<file path="config.mk">
export PLATFORM = sky130hd
export DESIGN_NAME = adc_rdy_reader
export DESIGN_NICKNAME = d
export VERILOG_FILES = /design/src/rtl/adc_rdy_pkg.sv /design/src/rtl/rdr_line_arm.sv /design/src/rtl/rdr_half_div.sv /design/src/rtl/adc_rdy_reader.sv
export SDC_FILE = /design/constraint.sdc
export NUM_CORES = 1
export LEC_CHECK = 0
export BUFFER_PORTS_ARGS = -buffer_cell sky130_fd_sc_hd__buf_2
export CORE_MARGIN = 5
export CORE_UTILIZATION = 30
export CTS_CLUSTER_SIZE = 10
export DETAILED_ROUTE_END_ITERATION = 8
export HOLD_SLACK_MARGIN = 0.08
export PLACE_DENSITY = 0.45
export SLEW_MARGIN = 30
export SYNTH_ARGS = -nofsm -noshare
export SYNTH_HDL_FRONTEND = slang
export SYNTH_HIERARCHICAL = 1
export SYNTH_SLANG_ARGS = --single-unit
</file>
<file path="constraint.sdc">
create_clock -name clk -period 1.6 [get_ports clk]
set_input_delay 0.4 -clock clk [delete_from_list [all_inputs] [get_ports clk]]
set_output_delay 0.4 -clock clk [all_outputs]
set_load 0.005 [all_outputs]
</file>
<file path="src/rtl/adc_rdy_pkg.sv">
package adc_rdy_pkg;
  typedef enum logic [1:0] {
    RD_IDLE  = 2'd0,
    RD_SHIFT = 2'd1,
    RD_EXTRA = 2'd2,
    RD_DONE  = 2'd3
  } rd_state_e;
endpackage

</file>
<file path="src/rtl/rdr_line_arm.sv">
// Synchronizes the shared line and raises a start request on a falling
// edge while armed. The edge only counts if the line was seen high since arming.
module rdr_line_arm (
  input  logic clk,
  input  logic rst,
  input  logic line_i,
  input  logic arm_i,
  output logic line_s_o,
  output logic start_o
);
  logic s1_q, s2_q, seen_hi_q;

  always_ff @(posedge clk) begin
    if (rst) begin
      s1_q <= 1'b0;
      s2_q <= 1'b0;
    end else begin
      s1_q <= line_i;
      s2_q <= s1_q;
    end
  end

  always_ff @(posedge clk) begin
    if (rst || !arm_i) seen_hi_q <= 1'b0;
    else if (s2_q)     seen_hi_q <= 1'b1;
  end

  assign line_s_o = s2_q;
  assign start_o  = arm_i && seen_hi_q && !s2_q;

  // a start always follows a cycle in which the line was high
  a_r8_start_after_high: assert property (@(posedge clk) disable iff (rst)
    start_o |-> $past(line_s_o));
endmodule

</file>
<file path="src/rtl/rdr_half_div.sv">
// Divider that emits one tick per serial clock half-period while running.
module rdr_half_div #(
  parameter int HALF_CYC = 4
) (
  input  logic clk,
  input  logic rst,
  input  logic run_i,
  output logic tick_o
);
  localparam int CW = (HALF_CYC > 1) ? $clog2(HALF_CYC) : 1;
  logic [CW-1:0] cnt_q;

  assign tick_o = run_i && (cnt_q == CW'(HALF_CYC - 1));

  always_ff @(posedge clk) begin
    if (rst || !run_i) cnt_q <= '0;
    else if (tick_o)   cnt_q <= '0;
    else               cnt_q <= cnt_q + 1'b1;
  end

  // never counts while stopped
  a_r5_div_idle: assert property (@(posedge clk) disable iff (rst)
    !run_i |=> (cnt_q == '0));
endmodule

</file>
<file path="src/rtl/adc_rdy_reader.sv">
module adc_rdy_reader
  import adc_rdy_pkg::*;
#(
  parameter int DATA_W   = 24,
  parameter int HALF_CYC = 4
) (
  input  logic              clk,
  input  logic              rst,
  input  logic              sdo_rdy_i,
  input  logic              mode_ext_i,
  output logic              sclk_o,
  output logic [DATA_W-1:0] word_o,
  output logic              word_vld_o
);
  localparam int BW = $clog2(DATA_W + 2);

  rd_state_e         state_q;
  logic              line_s, start, tick, run;
  logic              sclk_q, ext_q, vld_q;
  logic [BW-1:0]     bits_q;
  logic [DATA_W-1:0] sh_q, word_q;

  assign run = (state_q == RD_SHIFT) || (state_q == RD_EXTRA);

  rdr_line_arm u_arm (
    .clk(clk), .rst(rst), .line_i(sdo_rdy_i),
    .arm_i(state_q == RD_IDLE), .line_s_o(line_s), .start_o(start)
  );

  rdr_half_div #(.HALF_CYC(HALF_CYC)) u_div (
    .clk(clk), .rst(rst), .run_i(run), .tick_o(tick)
  );

  always_ff @(posedge clk) begin
    if (rst) begin
      state_q <= RD_IDLE;
      sclk_q  <= 1'b0;
      ext_q   <= 1'b0;
      bits_q  <= '0;
      sh_q    <= '0;
      word_q  <= '0;
      vld_q   <= 1'b0;
    end else begin
      vld_q <= 1'b0;
      unique case (state_q)
        RD_IDLE: if (start) begin
          state_q <= RD_SHIFT;
          sclk_q  <= 1'b0;
          bits_q  <= '0;
          ext_q   <= mode_ext_i;
        end
        RD_SHIFT: if (tick) begin
          sclk_q <= !sclk_q;
          if (sclk_q) begin
            sh_q   <= {sh_q[DATA_W-2:0], line_s};
            bits_q <= bits_q + 1'b1;
            if (bits_q == BW'(DATA_W - 1))
              state_q <= ext_q ? RD_EXTRA : RD_DONE;
          end
        end
        RD_EXTRA: if (tick) begin
          sclk_q <= !sclk_q;
          if (sclk_q) state_q <= RD_DONE;
        end
        RD_DONE: begin
          word_q  <= sh_q;
          vld_q   <= 1'b1;
          state_q <= RD_IDLE;
        end
        default: state_q <= RD_IDLE;
      endcase
    end
  end

  assign sclk_o     = sclk_q;
  assign word_o     = word_q;
  assign word_vld_o = vld_q;

  // checker: falling serial clock edges in the current read
  logic [BW-1:0] npulse_q;
  always_ff @(posedge clk) begin
    if (rst || state_q == RD_IDLE) npulse_q <= '0;
    else if (tick && sclk_q)       npulse_q <= npulse_q + 1'b1;
  end

  a_r3_pulse_count: assert property (@(posedge clk) disable iff (rst)
    (state_q == RD_DONE) |-> (npulse_q == (ext_q ? BW'(DATA_W + 1) : BW'(DATA_W))));
  a_r5_idle_low: assert property (@(posedge clk) disable iff (rst)
    (state_q == RD_IDLE) |-> !sclk_o);
  a_r6_vld_single: assert property (@(posedge clk) disable iff (rst)
    word_vld_o |=> !word_vld_o);
  a_r6_word_hold: assert property (@(posedge clk) disable iff (rst)
    !word_vld_o |-> $stable(word_o));
  a_r7_no_start_busy: assert property (@(posedge clk) disable iff (rst)
    (state_q != RD_IDLE) |-> !start);
  a_r9_mode_locked: assert property (@(posedge clk) disable iff (rst)
    (state_q != RD_IDLE && $past(state_q) != RD_IDLE) |-> $stable(ext_q));
endmodule

</file>
==> results of run 1 <==
worst max-delay path: stages (launching register included):
cell and delay (ns):
dfxtp_2 0.34, inv_2 0.05, ha_4 0.26, and2_4 0.16, a2bb2oi_1 0.07, a211oi_2 0.24, o21ai_1 0.12, a221oi_1 0.24
routing by layer:
layer / wire [um] / vias to the layer above
met3: 209 / 6
met5: 0 / -
li1: - / 941
met1: 2440 / 839
met2: 2280 / 29
met4: 68 / 0
state kept, by name (all words and copies together), names as in the netlist:
name / cells
sh_q: 24
word_o: 24
bits_q: 5
state_q: 2
u_div/cnt_q: 2
ext_q: 1
sclk_o: 1
u_arm/line_s_o: 1
u_arm/s1_q: 1
u_arm/seen_hi_q: 1
word_vld_o: 1
where the power goes:
part / switching [uW] / internal [uW] / leakage (uW) / total (uW)
clock: 629 / 601 / 0.0000853 / 1230
combinational: 309 / 279 / 0.000514 / 588
sequential: 17.1 / 1600 / 0.000509 / 1620
total: 955 / 2480 / 0.00111 / 3440
cell type report:
type                    instances  area share, %
flip-flops and latches         63           42.4
multi-input cells             176           36.3
repair buffers                 45           10.6
clock buffers                  11           4.75
well taps                     102           4.28
clock inverters                 5           1.13
inverters                       4          0.504
metrics by stage:
stage	setup WS [ns]	power, uW	cell area (sq um)
detailed placement	-0.0163	2190	2760
floorplan	0.00579	2020	2420
global placement	-0.0240	2190	2760
finish	0.0179	3440	2980
CTS	-0.00816	3440	2940
global route	-0.0568	3620	2980
what timing repair did:
| action | in CTS | in global routing |
|---|---|---|
| setup buffers | 0 | 2 |
| resized for setup | 1 | 7 |
| pin swaps | 1 | 0 |
| endpoints found under the setup margin | 22 | 32 |
cell families (layout without fill, tap and decap cells):
group	Yosys count	in the layout	share of synthesized area (%)
xor gates and xnor gates	3	3	1.10
muxes	25	25	10.4
adders and majority gates	6	6	3.13
buffers and inverters	20	65	3.91
AOI/OAI and AO/OA	40	40	9.92
and+or+nand+nor	102	102	18.9
DFF	63	63	52.6
placed cells by master (no fill, tap or decap), types with 2 or more instances in the layout:
master,Yosys,routed
buf_12,0,4
a21oi_1,27,27
dfxtp_1,63,61
clkinvlp_4,0,2
xnor2_1,3,3
inv_1,4,2
nor2_1,33,33
ha_1,6,5
inv_2,0,2
clkbuf_8,0,10
nand2_1,50,50
nand3_1,4,3
o21ai_1,2,2
buf_2,9,29
a211oi_2,2,4
clkinv_2,0,2
mux2i_1,25,25
nor2b_1,5,4
dfxtp_2,0,2
buf_4,0,12
worst paths after layout:
| path | start | endpoint | slack (ns) | cells past startpoint |
|---|---|---|---|---|
| worst max-delay path | state_q[1]$_SDFFE_PP0P_ | state_q[0]$_SDFFE_PP0P_ | 0.02 | 7 |
| worst min register to register | u_arm/s1_q$_SDFF_PP0_ | u_arm/line_s_o$_SDFF_PP0_ | 0.44 | 1 |
| worst min-delay path | sdo_rdy_i | u_arm/s1_q$_SDFF_PP0_ | 0.29 | 2 |
| worst max register to register | state_q[1]$_SDFFE_PP0P_ | state_q[0]$_SDFFE_PP0P_ | 0.02 | 7 |
==> flow_summary.ini, run 1 <==
[cts]
clk_latency_ns = 0.34
path_clk_slew_ns = 0.07
cts_root_buf = clkbuf_8
htree_num_levels = 3
cts_sinks = 63
cts-buffers-inserted = 9
holdBufCountCts = 0
clockBufferDepth = 2
tritoncts = done

[timing]
max_freq_mhz = 632
max_slew_margin_pct = 80.4
maxSlewViolCount = 0
period_needed_ns = 1.58
whs_ns = 0.289
clock_skew_ns = 0.0103
worst_slew_pin_slew_ns = 0.293
fin_tns_setup_ns = 0
setup_violations = 0
rsz0062_at_grt = true
hold_viol = 0
period_share_pct = 98.9

[pwr]
ir_worst_vdd_mv = 0.435
p_leak_uw = 0.00111
p_per_area_mw_per_mm2 = 1150

[synth]
syn_nets = 269
synth_area_leaders = dfxtp_1, mux2i_1, nand2_1, a21oi_1, nor2_1
synthTopCellsByCount = dfxtp_1, nand2_1, nor2_1
async_reset_ff_share_pct = 0
synthFlopType = dfxtp_1
synth_edf_count = 0
synth.top_cell.area_share_pct = 52.6
ys_warn_count = 6
synth.avg_cell_area_sq_um = 9.26
ys_seq_area_share_pct = 52.6
synth_largest_area_cell = dfxtp_1
ys_types = 33
netlist_area_sq_mm = 0.00240
synth.most_common_cell = dfxtp_1
yosys_register_bits = 63
postSynthCellCount = 259

[floorplanning]
die_area_sq_mm = 0.00988
io_pins = 30
fp.dieH_um = 99.4
die_w_um = 99.4
rows = 32
start_util_pct = 30.9
core_area_sq_mm = 0.00777

[place]
io_buffers = 29
dp_cells = 388
dp_hpwl_mm = 3.22
gp_congestion = 0.704

[layout]
seq_area_sq_mm = 0.00126
multi_input_area_sq_mm = 0.00108
n_fill_cell = 818
antennaDiodeCount = 0
fin_cells = 406
drive_gt1_share_pct = 25.7
areaGrowthSynthToFinish_pct = 24.3
layout.nets = 309
final_util_pct = 38.4

[routing]
wl_per_cell_um = 12.3
drcViolationCount = 0
num_vias = 1815
wl_mm = 4.99
first_pass_iters = 4
antenna_left = 0
vias_per_cell = 4.47
drt_iter0_drc = 87

[global_routing]
grt.met1_usage_pct = 13.3
track_usage_pct = 10.7
grt.overflow.total = 0
grtUsageMet3_pct = 3.72
grt.busiest_layer = met2
grt_pass1_wl_mm = 8.47
grt_start_max_net_pins = 55
use_met2_pct = 16.7
first_global_vias = 1816
antenna_found_initial = 0

[critical_path]
cp.required_ns = 1.83
arrival_ns = 1.81
start_kind = flop
crit_fanout = 4
setup.worst_path.end_class = flop
critical_path_class = reg2reg

[job]
drv_cap = 0

[worst_hold_path]
hold_class = in2reg

[run_status]
status = completed
(Power assumes the default switching activity.)
==> run 2: changes to the inputs <==
CORE_UTILIZATION = 43   (was 30)
PLACE_DENSITY = 0.61   (was 0.45)
==> flow_summary.ini, run 2 (same netlist as run 1, synthesis figures left out) <==
[run_status]
status = complete, but fails checks
violations = setup timing

[pwr]
pwr-share-seq_pct = 46.8
ir_worst_vdd_mv = 0.432
p_comb_share_pct = 17.1
switchingPower_uw = 932
p_total_uw = 3460
p_clk_share_pct = 36.1
p_int_uw = 2520
p_leak_uw = 0.00111
swShare_pct = 27.0
p_per_area_mw_per_mm2 = 1170

[worst_hold_path]
whs_path_depth = 2
hold_class = in2reg
hp-start = sdo_rdy_i
min_to = u_arm/s1_q$_SDFF_PP0_

[floorplanning]
start_util_pct = 43.8
fp.dieH_um = 84.7
rows = 27
die_w_um = 84.7
io_pins = 30
core_area_sq_mm = 0.00547
die_area_sq_mm = 0.00717

[routing]
vias_per_cell = 4.87
wl_per_cell_um = 12.3
num_vias = 1825
antenna_left = 0
drt_iter0_drc = 104
first_pass_iters = 4
drcViolationCount = 0
wl_mm = 4.60

[global_routing]
grt_pass1_wl_mm = 8.13
first_global_vias = 1777
grt_start_max_net_pins = 55
grt.overflow.total = 0
antenna_found_initial = 0
track_usage_pct = 14.2

[cts]
cts-buffers-inserted = 9
htree_num_levels = 3
path_clk_slew_ns = 0.07
holdBufCountCts = 0
cts_root_buf = clkbuf_8
cts_sinks = 63
clk_latency_ns = 0.33
clockBufferDepth = 2
tritoncts = done

[critical_path]
rr_endpoint = state_q[0]$_SDFFE_PP0P_
r2r_cells = 7
setup.worst_path.end_class = flop
arrival_ns = 1.91
crit_fanout = 4
r2r_start = state_q[1]$_SDFFE_PP0P_
regToRegSetupSlack_ns = -0.07
cp.required_ns = 1.83
critical_path_class = reg2reg
start_kind = flop

[layout]
layout.nets = 308
areaGrowthSynthToFinish_pct = 22.8
drive_gt1_share_pct = 26.1
antennaDiodeCount = 0
stdcell_area_sq_mm = 0.00294
final_common_cell = dfxtp_1
n_fill_cell = 553
mostFrequentLayoutCells = dfxtp_1, nand2_1, nor2_1
fin_cells = 375

[timing]
whs_ns = 0.286
setup_ws_ns = -0.0723
max_freq_mhz = 598
max_slew_margin_pct = 79.2
setup_violations = 1
period_share_pct = 105
clock_skew_ns = 0.00875
worst_slew_pin_slew_ns = 0.312
maxSlewViolCount = 0
rsz0062_at_grt = true
period_needed_ns = 1.67
hold_viol = 0

[place]
dp_hpwl_mm = 2.89
post-place-ws_ns = -0.0286
gp_congestion = 0.787
placed_area_sq_mm = 0.00271
dp_cells = 358
io_buffers = 29

[job]
drv_cap = 0
run 2: cell count changes in the layout (fill, tap and decap cells not counted), sizes merged:
cell      before  now
buf           45   44
clkinv         3    2
clkinvlp       2    3
run 2: per-stage QoR:
| stage | util [%] | TNS (ns) |
|---|---|---|
| detailed placement | 49.6 | -0.0725 |
| finish | 53.8 | -0.0723 |
| CTS | 53.4 | 0 |
| floorplan | - | 0 |
| global route | 53.8 | -0.361 |
| global placement | 49.6 | -0.00723 |
run 2: per-layer routing:
layer  global-route usage [%]  routed length (um)  vias to the layer above
li1                         -                   -                      940
met1                     18.6                2280                      843
met2                     20.2                2050                       30
met3                     3.73                 149                       12
met4                     9.64                 123                        0
met5                        0                   0                        -
run 2: layout make-up:
cell class	count	area [sq um]	share of cell area, %
multi-input cells	176	1090	37.1
clock buffers	11	151	5.14
inverters	4	15.0	0.510
well taps	72	90.1	3.06
clock inverters	5	32.5	1.11
flip-flops and latches	63	1260	42.9
repair buffers	44	299	10.2
run 2: worst max-delay path by stage:
stage,start,end,slack (ns),cells past startpoint
CTS,state_q[1]$_SDFFE_PP0P_,state_q[0]$_SDFFE_PP0P_,0.005,7
global route,state_q[1]$_SDFFE_PP0P_,state_q[0]$_SDFFE_PP0P_,-0.18,7
finish,state_q[1]$_SDFFE_PP0P_,state_q[0]$_SDFFE_PP0P_,-0.07,7
detailed placement,state_q[1]$_SDFFE_PP0P_,bits_q[2]$_SDFFE_PP0P_,-0.03,7
floorplan,state_q[0]$_SDFFE_PP0P_,bits_q[3]$_SDFFE_PP0P_,0.006,8
global placement,state_q[1]$_SDFFE_PP0P_,bits_q[2]$_SDFFE_PP0P_,-0.007,7
run 2: worst max-delay path: stages, from the launching register on:
cell and delay, ns:
dfxtp_2 0.33, inv_2 0.05, ha_4 0.25, and2_4 0.16, a2bb2oi_2 0.06, a211oi_2 0.32
o21ai_1 0.13, a221oi_1 0.26
run 2: power by group through the flow:
stage	Sequential, uW	Clock [uW]	Combinational, uW
6_report	1620	1250	590
3_3_place_gp	1650	0	536
4_1_cts	1620	1300	577
3_5_place_dp	1650	0	535
2_1_floorplan	1650	0	364
5_1_grt	1620	1370	652
run 2: timing repair:
item                                    in CTS  in global routing
gates resized for setup                      8                  3
pin swaps                                    2                  4
endpoints found under the setup margin       7                  7
buffers inserted                             0                  1
hold endpoints to repair                     0                  0
